[src/rtl/mrtw_pkg.sv]
package mrtw_pkg;

   // Integer power b**e, used for constant weights.
   function automatic int ipow(input int b, input int e);
      int r;
      r = 1;
      for (int k = 0; k < e; k++) r = r * b;
      return r;
   endfunction

   function automatic int imax(input int a, input int b);
      return (a > b) ? a : b;
   endfunction

   // Weight of time-index digit i (radix-R1 digits low, radix-R2 above).
   function automatic int in_weight(input int i, input int r1, input int r2, input int s1);
      if (i <= s1) return ipow(r1, i);
      return ipow(r1, s1) * ipow(r2, i - s1);
   endfunction

   // Weight of frequency-index digit i (radix-R2 digits low, radix-R1 above).
   function automatic int out_weight(input int i, input int r1, input int r2, input int s2);
      if (i <= s2) return ipow(r2, i);
      return ipow(r2, s2) * ipow(r1, i - s2);
   endfunction

   // Butterfly radix used at stage m (1-based).
   function automatic int stage_radix(input int m, input int r1, input int r2, input int s2);
      return (m <= s2) ? r2 : r1;
   endfunction

endpackage

[src/rtl/mrtw_beta.sv]
// Reversed-digit weighted sum: sum over i < m-1 of c'(i) * C(S-1-i).
module mrtw_beta
   import mrtw_pkg::*;
#(
   parameter int R1 = 3,
   parameter int R2 = 2,
   parameter int S1 = 1,
   parameter int S2 = 2,
   parameter int DW = 2,
   parameter int AW = 4,
   parameter int SW = 2
) (
   input  logic [SW-1:0]        stage,
   input  logic [(S1+S2)*DW-1:0] acc,
   output logic [AW-1:0]        beta_p
);
   localparam int S     = S1 + S2;
   localparam int NTERM = S - 1;

   logic [AW-1:0] terms [NTERM];

   genvar gi;
   generate
      for (gi = 0; gi < NTERM; gi++) begin : g_term
         localparam logic [AW-1:0] WT = AW'(out_weight(gi, R1, R2, S2));
         logic [DW-1:0] dig;
         assign dig = acc[(S-1-gi)*DW +: DW];
         // Digit gi of the reversed counter joins once stage >= gi+2 (R4 masks the rest).
         assign terms[gi] = (stage >= SW'(gi + 2)) ? AW'(dig) * WT : '0;
      end
   endgenerate

   always_comb begin
      beta_p = '0;
      for (int k = 0; k < NTERM; k++) beta_p = beta_p + terms[k];
   end

endmodule

[src/rtl/mrtw_scale.sv]
// Stage scale c(S-m) and operand index multiply; no modulo needed.
module mrtw_scale
   import mrtw_pkg::*;
#(
   parameter int R1 = 3,
   parameter int R2 = 2,
   parameter int S1 = 1,
   parameter int S2 = 2,
   parameter int DW = 2,
   parameter int AW = 4,
   parameter int SW = 2
) (
   input  logic [SW-1:0] stage,
   input  logic [DW-1:0] tdig,
   input  logic [AW-1:0] beta_p,
   output logic [AW-1:0] addr
);
   localparam int S = S1 + S2;

   logic [AW-1:0] scale_tab [1:S];
   logic [AW-1:0] scale;
   logic [AW-1:0] beta_s;

   genvar gm;
   generate
      for (gm = 1; gm <= S; gm++) begin : g_scale
         assign scale_tab[gm] = AW'(in_weight(S - gm, R1, R2, S1));
      end
   endgenerate

   always_comb begin
      scale = '0;
      for (int m = 1; m <= S; m++) begin
         if (stage == SW'(m)) scale = scale_tab[m];
      end
   end

   assign beta_s = beta_p * scale;
   assign addr   = beta_s * AW'(tdig);

endmodule

[src/rtl/mrtw_twiddle_agen.sv]
module mrtw_twiddle_agen
   import mrtw_pkg::*;
#(
   parameter int R1          = 3,
   parameter int R2          = 2,
   parameter int S1          = 1,
   parameter int S2          = 2,
   parameter int PIPE_STAGES = 2,
   localparam int S  = S1 + S2,
   localparam int N  = ipow(R1, S1) * ipow(R2, S2),
   localparam int DW = (imax(R1, R2) > 2) ? $clog2(imax(R1, R2)) : 1,
   localparam int AW = (N > 2) ? $clog2(N) : 1,
   localparam int SW = $clog2(S + 1)
) (
   input  logic          clk,
   input  logic          rst_n,
   input  logic          in_valid,
   input  logic [SW-1:0] in_stage,
   input  logic [S*DW-1:0] in_acc,
   output logic          out_valid,
   output logic [AW-1:0] out_addr
);

   // Elaboration-time parameter checks
   generate
      if (R1 < 2 || R2 < 2) begin : g_bad_radix
         $error("mrtw_twiddle_agen: radices must be at least 2");
      end
      if (S < 2 || S1 < 0 || S2 < 0) begin : g_bad_stages
         $error("mrtw_twiddle_agen: need at least two stages");
      end
      if (PIPE_STAGES < 1 || PIPE_STAGES > 2) begin : g_bad_pipe
         $error("mrtw_twiddle_agen: PIPE_STAGES must be 1 or 2");
      end
   endgenerate

   logic [AW-1:0] beta_w;
   logic [DW-1:0] t_in;
   assign t_in = in_acc[DW-1:0];

   mrtw_beta #(
      .R1(R1), .R2(R2), .S1(S1), .S2(S2), .DW(DW), .AW(AW), .SW(SW)
   ) u_beta (
      .stage  (in_stage),
      .acc    (in_acc),
      .beta_p (beta_w)
   );

   // Middle of the pipe: registered (split) or direct (flat)
   logic          mid_valid;
   logic [SW-1:0] mid_stage;
   logic [DW-1:0] mid_t;
   logic [AW-1:0] mid_beta;

   generate
      if (PIPE_STAGES == 2) begin : g_split
         always_ff @(posedge clk or negedge rst_n) begin
            if (!rst_n) begin
               mid_valid <= 1'b0;
               mid_stage <= '0;
               mid_t     <= '0;
               mid_beta  <= '0;
            end else begin
               mid_valid <= in_valid;
               if (in_valid) begin
                  mid_stage <= in_stage;
                  mid_t     <= t_in;
                  mid_beta  <= beta_w;
               end
            end
         end
      end else begin : g_flat
         assign mid_valid = in_valid;
         assign mid_stage = in_stage;
         assign mid_t     = t_in;
         assign mid_beta  = beta_w;
      end
   endgenerate

   logic [AW-1:0] addr_w;

   mrtw_scale #(
      .R1(R1), .R2(R2), .S1(S1), .S2(S2), .DW(DW), .AW(AW), .SW(SW)
   ) u_scale (
      .stage  (mid_stage),
      .tdig   (mid_t),
      .beta_p (mid_beta),
      .addr   (addr_w)
   );

   always_ff @(posedge clk or negedge rst_n) begin
      if (!rst_n) begin
         out_valid <= 1'b0;
         out_addr  <= '0;
      end else begin
         out_valid <= mid_valid;
         if (mid_valid) out_addr <= addr_w;
      end
   end

   // Input legality (R3 encoding)
   a_r3_stage_legal: assert property (@(posedge clk) disable iff (!rst_n)
      in_valid |-> (in_stage >= SW'(1) && int'(in_stage) <= S));
   a_r3_digit_legal: assert property (@(posedge clk) disable iff (!rst_n)
      in_valid |-> (int'(t_in) < stage_radix(int'(in_stage), R1, R2, S2)));

   // Output behaviour
   a_r8_latency: assert property (@(posedge clk) disable iff (!rst_n)
      out_valid |-> $past(in_valid, PIPE_STAGES));
   a_r7_no_overflow: assert property (@(posedge clk) disable iff (!rst_n)
      out_valid |-> (int'(out_addr) < N));
   a_r1_stage1_zero: assert property (@(posedge clk) disable iff (!rst_n)
      (out_valid && $past(in_stage, PIPE_STAGES) == SW'(1)) |-> (out_addr == '0));
   a_r2_index_zero: assert property (@(posedge clk) disable iff (!rst_n)
      (out_valid && $past(in_acc[DW-1:0], PIPE_STAGES) == '0) |-> (out_addr == '0));

endmodule

[config.mk]
export PLATFORM = sky130hd
export DESIGN_NAME = mrtw_twiddle_agen
export DESIGN_NICKNAME = d
export VERILOG_FILES = /design/src/rtl/mrtw_pkg.sv /design/src/rtl/mrtw_beta.sv /design/src/rtl/mrtw_scale.sv /design/src/rtl/mrtw_twiddle_agen.sv
export SDC_FILE = /design/constraint.sdc
export NUM_CORES = 1
export LEC_CHECK = 0
export ABC_AREA = 1
export BUFFER_PORTS_ARGS = -buffer_cell sky130_fd_sc_hd__buf_2
export CORE_MARGIN = 2
export CORE_UTILIZATION = 50
export DETAILED_ROUTE_END_ITERATION = 10
export PLACE_DENSITY = 0.73
export SLEW_MARGIN = 10
export SYNTH_ARGS = -nofsm -noshare
export SYNTH_HDL_FRONTEND = slang
export SYNTH_SLANG_ARGS = --single-unit
[constraint.sdc]
create_clock -name clk -period 6.71 [get_ports clk]
set_clock_uncertainty 0.15 [all_clocks]
set_input_delay 0.671 -clock clk [delete_from_list [all_inputs] [get_ports clk]]
set_output_delay 0.671 -clock clk [all_outputs]
set_load 0.05 [all_outputs]
; Yosys cells after proc, flatten, opt, wreduce, memory -nomap -nowiden
; Index checks and enable logic that the tools add are counted.
[op_classes]
n_addsub = 1
multipliers = 2
order_cmp = 2
n_eq_ne = 3
n_mux = 5
[ops]
columns = op, n
row1 = 3-bit 2-to-1 mux, 4
row2 = 4-bit adder, 1
row3 = 2-bit == test (second input constant), 2
row4 = 2-bit greater-or-equal comparator (second input constant), 2
row5 = 4-bit by 2-bit multiplier with 4-bit output, 1
row6 = 4-bit by 3-bit multiplier with 4-bit output, 1
row7 = 2-bit by 1-bit == test with 1-bit output (second input constant), 1
row8 = 2-bit 2-to-1 mux, 1
[totals]
regBits = 14
in_bits = 11
output_inout_bits = 5
word_cells = 19

; Longest topological paths before layout
[depth]
depth_word = 6
depth_mapped = 17

; Modules after synthesis
; Synthesis repeated with hierarchy kept, for this count alone.
[unflattened]
cells_unflattened = 126
hier_area_um2 = 904.6
[by_module_without_submodules]
columns = mod, n_inst, cells_per_inst, area_each_um2, seq_area_each_um2
row1 = mrtw_twiddle_agen, 1, 53, 504.2, 350.3
row2 = mrtw_scale, 1, 62, 341.6, 0.0
row3 = mrtw_beta, 1, 11, 58.8, 0.0

; Worst setup path before layout
; Ideal clock, no wire load.
[synth_timing]
kind = register to register
startpoint = reg mid_stage[0]
endpoint = reg out_addr[3]
setup_ps = 118
arrival_ps = 2577
t_required_ps = 6442
setup_slack_ps = 3866
stages_incl_launch_ff = 16
path_cell_list = dfrtp_1 > inv_1 > ha_1 > inv_2 > nand2_1 > fa_1 > inv_1 > ha_1 > nand2_1 > inv_1 > fa_1 > clkinv_1 > xor2_1 > nand3_1 > nand3_1 > nand2_1
[synth_via]
elab_chain_cells = 6
word_cells_on_any_way = 8
cone_classes = mul: 2 / eq/ne: 3 / mux: 3
[synth_lines]
columns = element, line
row1 = "start, declared", mrtw_twiddle_agen.sv:51  ; logic [SW-1:0] mid_stage;
row2 = "start signal, assigned", mrtw_twiddle_agen.sv:66  ; mid_stage <= in_stage;
row3 = 2-bit by 1-bit == test with 1-bit output, mrtw_scale.sv:34  ; if (stage == SW'(m)) scale = scale_tab[m];
row4 = 3-bit 2-to-1 mux (2 in series), mrtw_scale.sv:34
row5 = 3-bit 2-to-1 mux (*), mrtw_scale.sv:34
row6 = 4-bit by 3-bit multiplier with 4-bit output (*), mrtw_scale.sv:38  ; assign beta_s = beta_p * scale;
row7 = 4-bit by 2-bit multiplier with 4-bit output (*), mrtw_scale.sv:39  ; assign addr = beta_s * AW'(tdig);
row8 = "end signal, assigned", mrtw_twiddle_agen.sv:97  ; if (mid_valid) out_addr <= addr_w;
row9 = "end, declared", mrtw_twiddle_agen.sv:21  ; output logic [AW-1:0] out_addr
; Every way passes the cells marked *; elsewhere a longest branch is shown, timed or not.
; A chain may end at the register's enable or synchronous reset.

; Worst setup path in the final report
; Same ends and word-level chain as after synthesis.

==> impl_metrics.csv <==
group,metric,value,unit
outcome,status,"complete, no violations",
yosys,yosysSeqAreaShare,0.3927,
placed_design,io_buffers,15,
yosys,synth.cell_area,892.1,sq um
detailed_routing,ant_nets,0,
yosys,syn-num-nets,133,
final_layout,drive_above_1_share,0.1923,
timing,final.setup.tns,0,ps
die,dieArea,0.002138,sq mm
hold_path,hold_class,"input port to async pin",
clocking,clock_latency,280,ps
clocking,cts_resized,0,
clocking,cts_root_buf,"clkbuf_4",
yosys,synthTopCellsByCount,"35 x nand2_1, 16 x inv_1, 14 x dfrtp_1, 14 x nand3_1, 8 x ha_1",
power_and_ir_drop,leakage,0.6177,nW
clocking,postCtsSetupBuffers,0,
timing,period_share,0.4462,
die,die_y,46.24,um
yosys,synthCells,112,
final_layout,n_antenna_cell,0,
yosys,yosysMostFrequentCell,"nand2_1",
critical_path,r2r_cells,15,
die,num_rows,15,
yosys,syn_area_per_cell,7.965,sq um
critical_path,worstReg2RegStart,"mid_stage[0]",
grt,grt_first_pass_wirelength,2849,um
yosys,synthTopCellsByArea,"dfrtp_1 39%, nand2_1 15%, ha_1 11%",
placed_design,dpl.hpwl,1273,um
clocking,tritoncts,"yes",
die,start_util,0.5223,
timing,finalCriticalPeriod,2994,ps
clocking,cts_hold_buf,0,
yosys,synth_cell_types,17,
grt,grt_pass1_vias,695,
power_and_ir_drop,powerDensity,206.2,mW/mm^2
yosys,yosysTopAreaCell,"dfrtp_1",
timing,fmax,0.3340,GHz
detailed_routing,wire_per_inst,9.794,um
yosys,async_flop_share,1.000,
critical_path,cp.arrival,3020,ps
grt,antenna_found_initial,0,
power_and_ir_drop,fin_total_pwr,0.2123,mW
critical_path,end_kind,"flip-flop",
clocking,cts_buffer_depth,2,
detailed_routing,firstDrtPassIters,4,
final_layout,area_growth,15.43,%
clocking,path_clk_slew,80,ps
timing,max-slew-margin-rel,0.7918,
placed_design,place_congestion,0.8247,
final_layout,n_fill_cell,153,
final_layout,final_nets,152,
detailed_routing,routed_wl,1518,um
yosys,synth-seq-cells,14,
critical_path,worst-endpoint-required,6730,ps
yosys,synth_top_area_frac,0.3927,
critical_path,start_kind,"flip-flop",
die,die_w,46.24,um
die,num_io_pins,16,
timing,tightest_slew,312.2,ps
clocking,htree_levels,1,
yosys,ys.flop_type,"dfrtp_1",
grt,grt-ovfl-total,0,
run,timing.max_cap.violations,0,
clocking,cts_buffers,3,
timing,rsz0062_at_grt,"false",
grt,track_usage,0.1914,
timing,hold_slack,122.5,ps
timing,finalSetupViolCount,0,
timing,hold_violations,0,
critical_path,crit_path_max_fanout,4,
detailed_routing,via_per_inst,4.845,
critical_path,reg2reg_to,"out_addr[3]",
grt,grt_max_degree,15,
detailed_routing,drt-initial-drc-count,18,
yosys,synth_edf_count,0,
yosys,ys_warn_count,0,
die,coreArea,0.001708,sq mm
placed_design,dp_slack,3705,ps
timing,fin_ws,3716,ps
critical_path,path_class,"flip-flop to flip-flop",
timing,drv_slew,0,
power_and_ir_drop,ir_worst_vdd,0.1328,mV
critical_path,r2r_slack,3720,ps
detailed_routing,vias,751,
clocking,clock_sinks,14,
detailed_routing,drcViolationCount,0,
[power breakdown]
part | switching, mW | internal (mW) | leakage [nW]
sequential | 0.00656 | 0.0921 | 0.179
clock | 0.0271 | 0.0330 | 0.0210
combinational | 0.0363 | 0.0172 | 0.418
[final cells by class]
type	count	area [sq um]	area share
clock buffers	4	36.28	0.03524
inverters	20	75.07	0.07290
multi-input cells	77	461.7	0.4484
flip-flops and latches	14	350.3	0.3402
well taps	25	31.28	0.03038
repair buffers	15	75.07	0.07290
[state kept, by name, summed over array words and instances, names as in the netlist]
name	cells
mid_beta	4
out_addr	4
mid_stage	2
mid_t	2
mid_valid	1
out_valid	1
[cells by family (layout without fill, tap and decap cells)]
| group | after synthesis | count (layout) | share of synthesized area |
|---|---|---|---|
| AOI/OAI and AO/OA | 6 | 6 | 0.03646 |
| adders and majority gates | 10 | 10 | 0.1571 |
| xor gates and xnor gates | 1 | 1 | 0.009819 |
| and+or+nand+nor | 57 | 57 | 0.2763 |
| DFF | 14 | 14 | 0.3927 |
| muxes | 3 | 3 | 0.03787 |
| buffers and inverters | 21 | 39 | 0.08977 |
[metal layers]
| layer | track usage | vias to the layer above | share of wire |
|---|---|---|---|
| met5 | 0 | - | 0 |
| met4 | 0.1086 | 0 | 0.036 |
| met3 | 0.03922 | 6 | 0.024 |
| met2 | 0.3139 | 12 | 0.47 |
| met1 | 0.2308 | 347 | 0.47 |
| li1 | - | 386 | - |
[worst max path at each step]
stage / from / end / slack [ps] / cells after the start
after floorplan: mid_stage[0] / out_addr[3] / 3870 / 15
after global placement: mid_stage[1] / out_addr[3] / 3800 / 14
after detailed placement: mid_stage[0] / out_addr[3] / 3710 / 15
after CTS: mid_stage[0] / out_addr[3] / 3690 / 15
after global routing: mid_stage[0] / out_addr[3] / 3470 / 15
final: mid_stage[0] / out_addr[3] / 3720 / 15
[worst max-delay path, cell delays in order (launching register included)]
cell and delay, ps:
dfrtp_1 390, inv_1 70, ha_1 310, inv_2 90, nand2_1 70, fa_1 510, inv_1 40, ha_1 300
nand2_1 70, inv_1 50, fa_1 390, clkinv_1 60, xor2_1 160, nand3_1 100, nand3_1 80, nand2_1 50
[stage by stage]
step,utilization,instances,instance area (sq um)
after detailed placement,0.5817,151,993.5
after floorplan,-,112,892.1
after CTS,0.6029,155,1030
after global routing,0.6029,155,1030
after global placement,0.5817,151,993.5
final,0.6029,155,1030
[layout by cell type (no fill, tap or decap), drive strengths merged]
| master | n |
|---|---|
| and3 | 2 |
| buf | 15 |
| clkbuf | 4 |
| clkinv | 2 |
| dfrtp | 14 |
| fa | 2 |
| ha | 8 |
| inv | 18 |
| mux2 | 3 |
| nand2 | 39 |
| nand3 | 14 |
| nor2 | 2 |
| o21ai | 5 |
| o31ai | 1 |
| xor2 | 1 |
(Power assumes the default switching activity.)
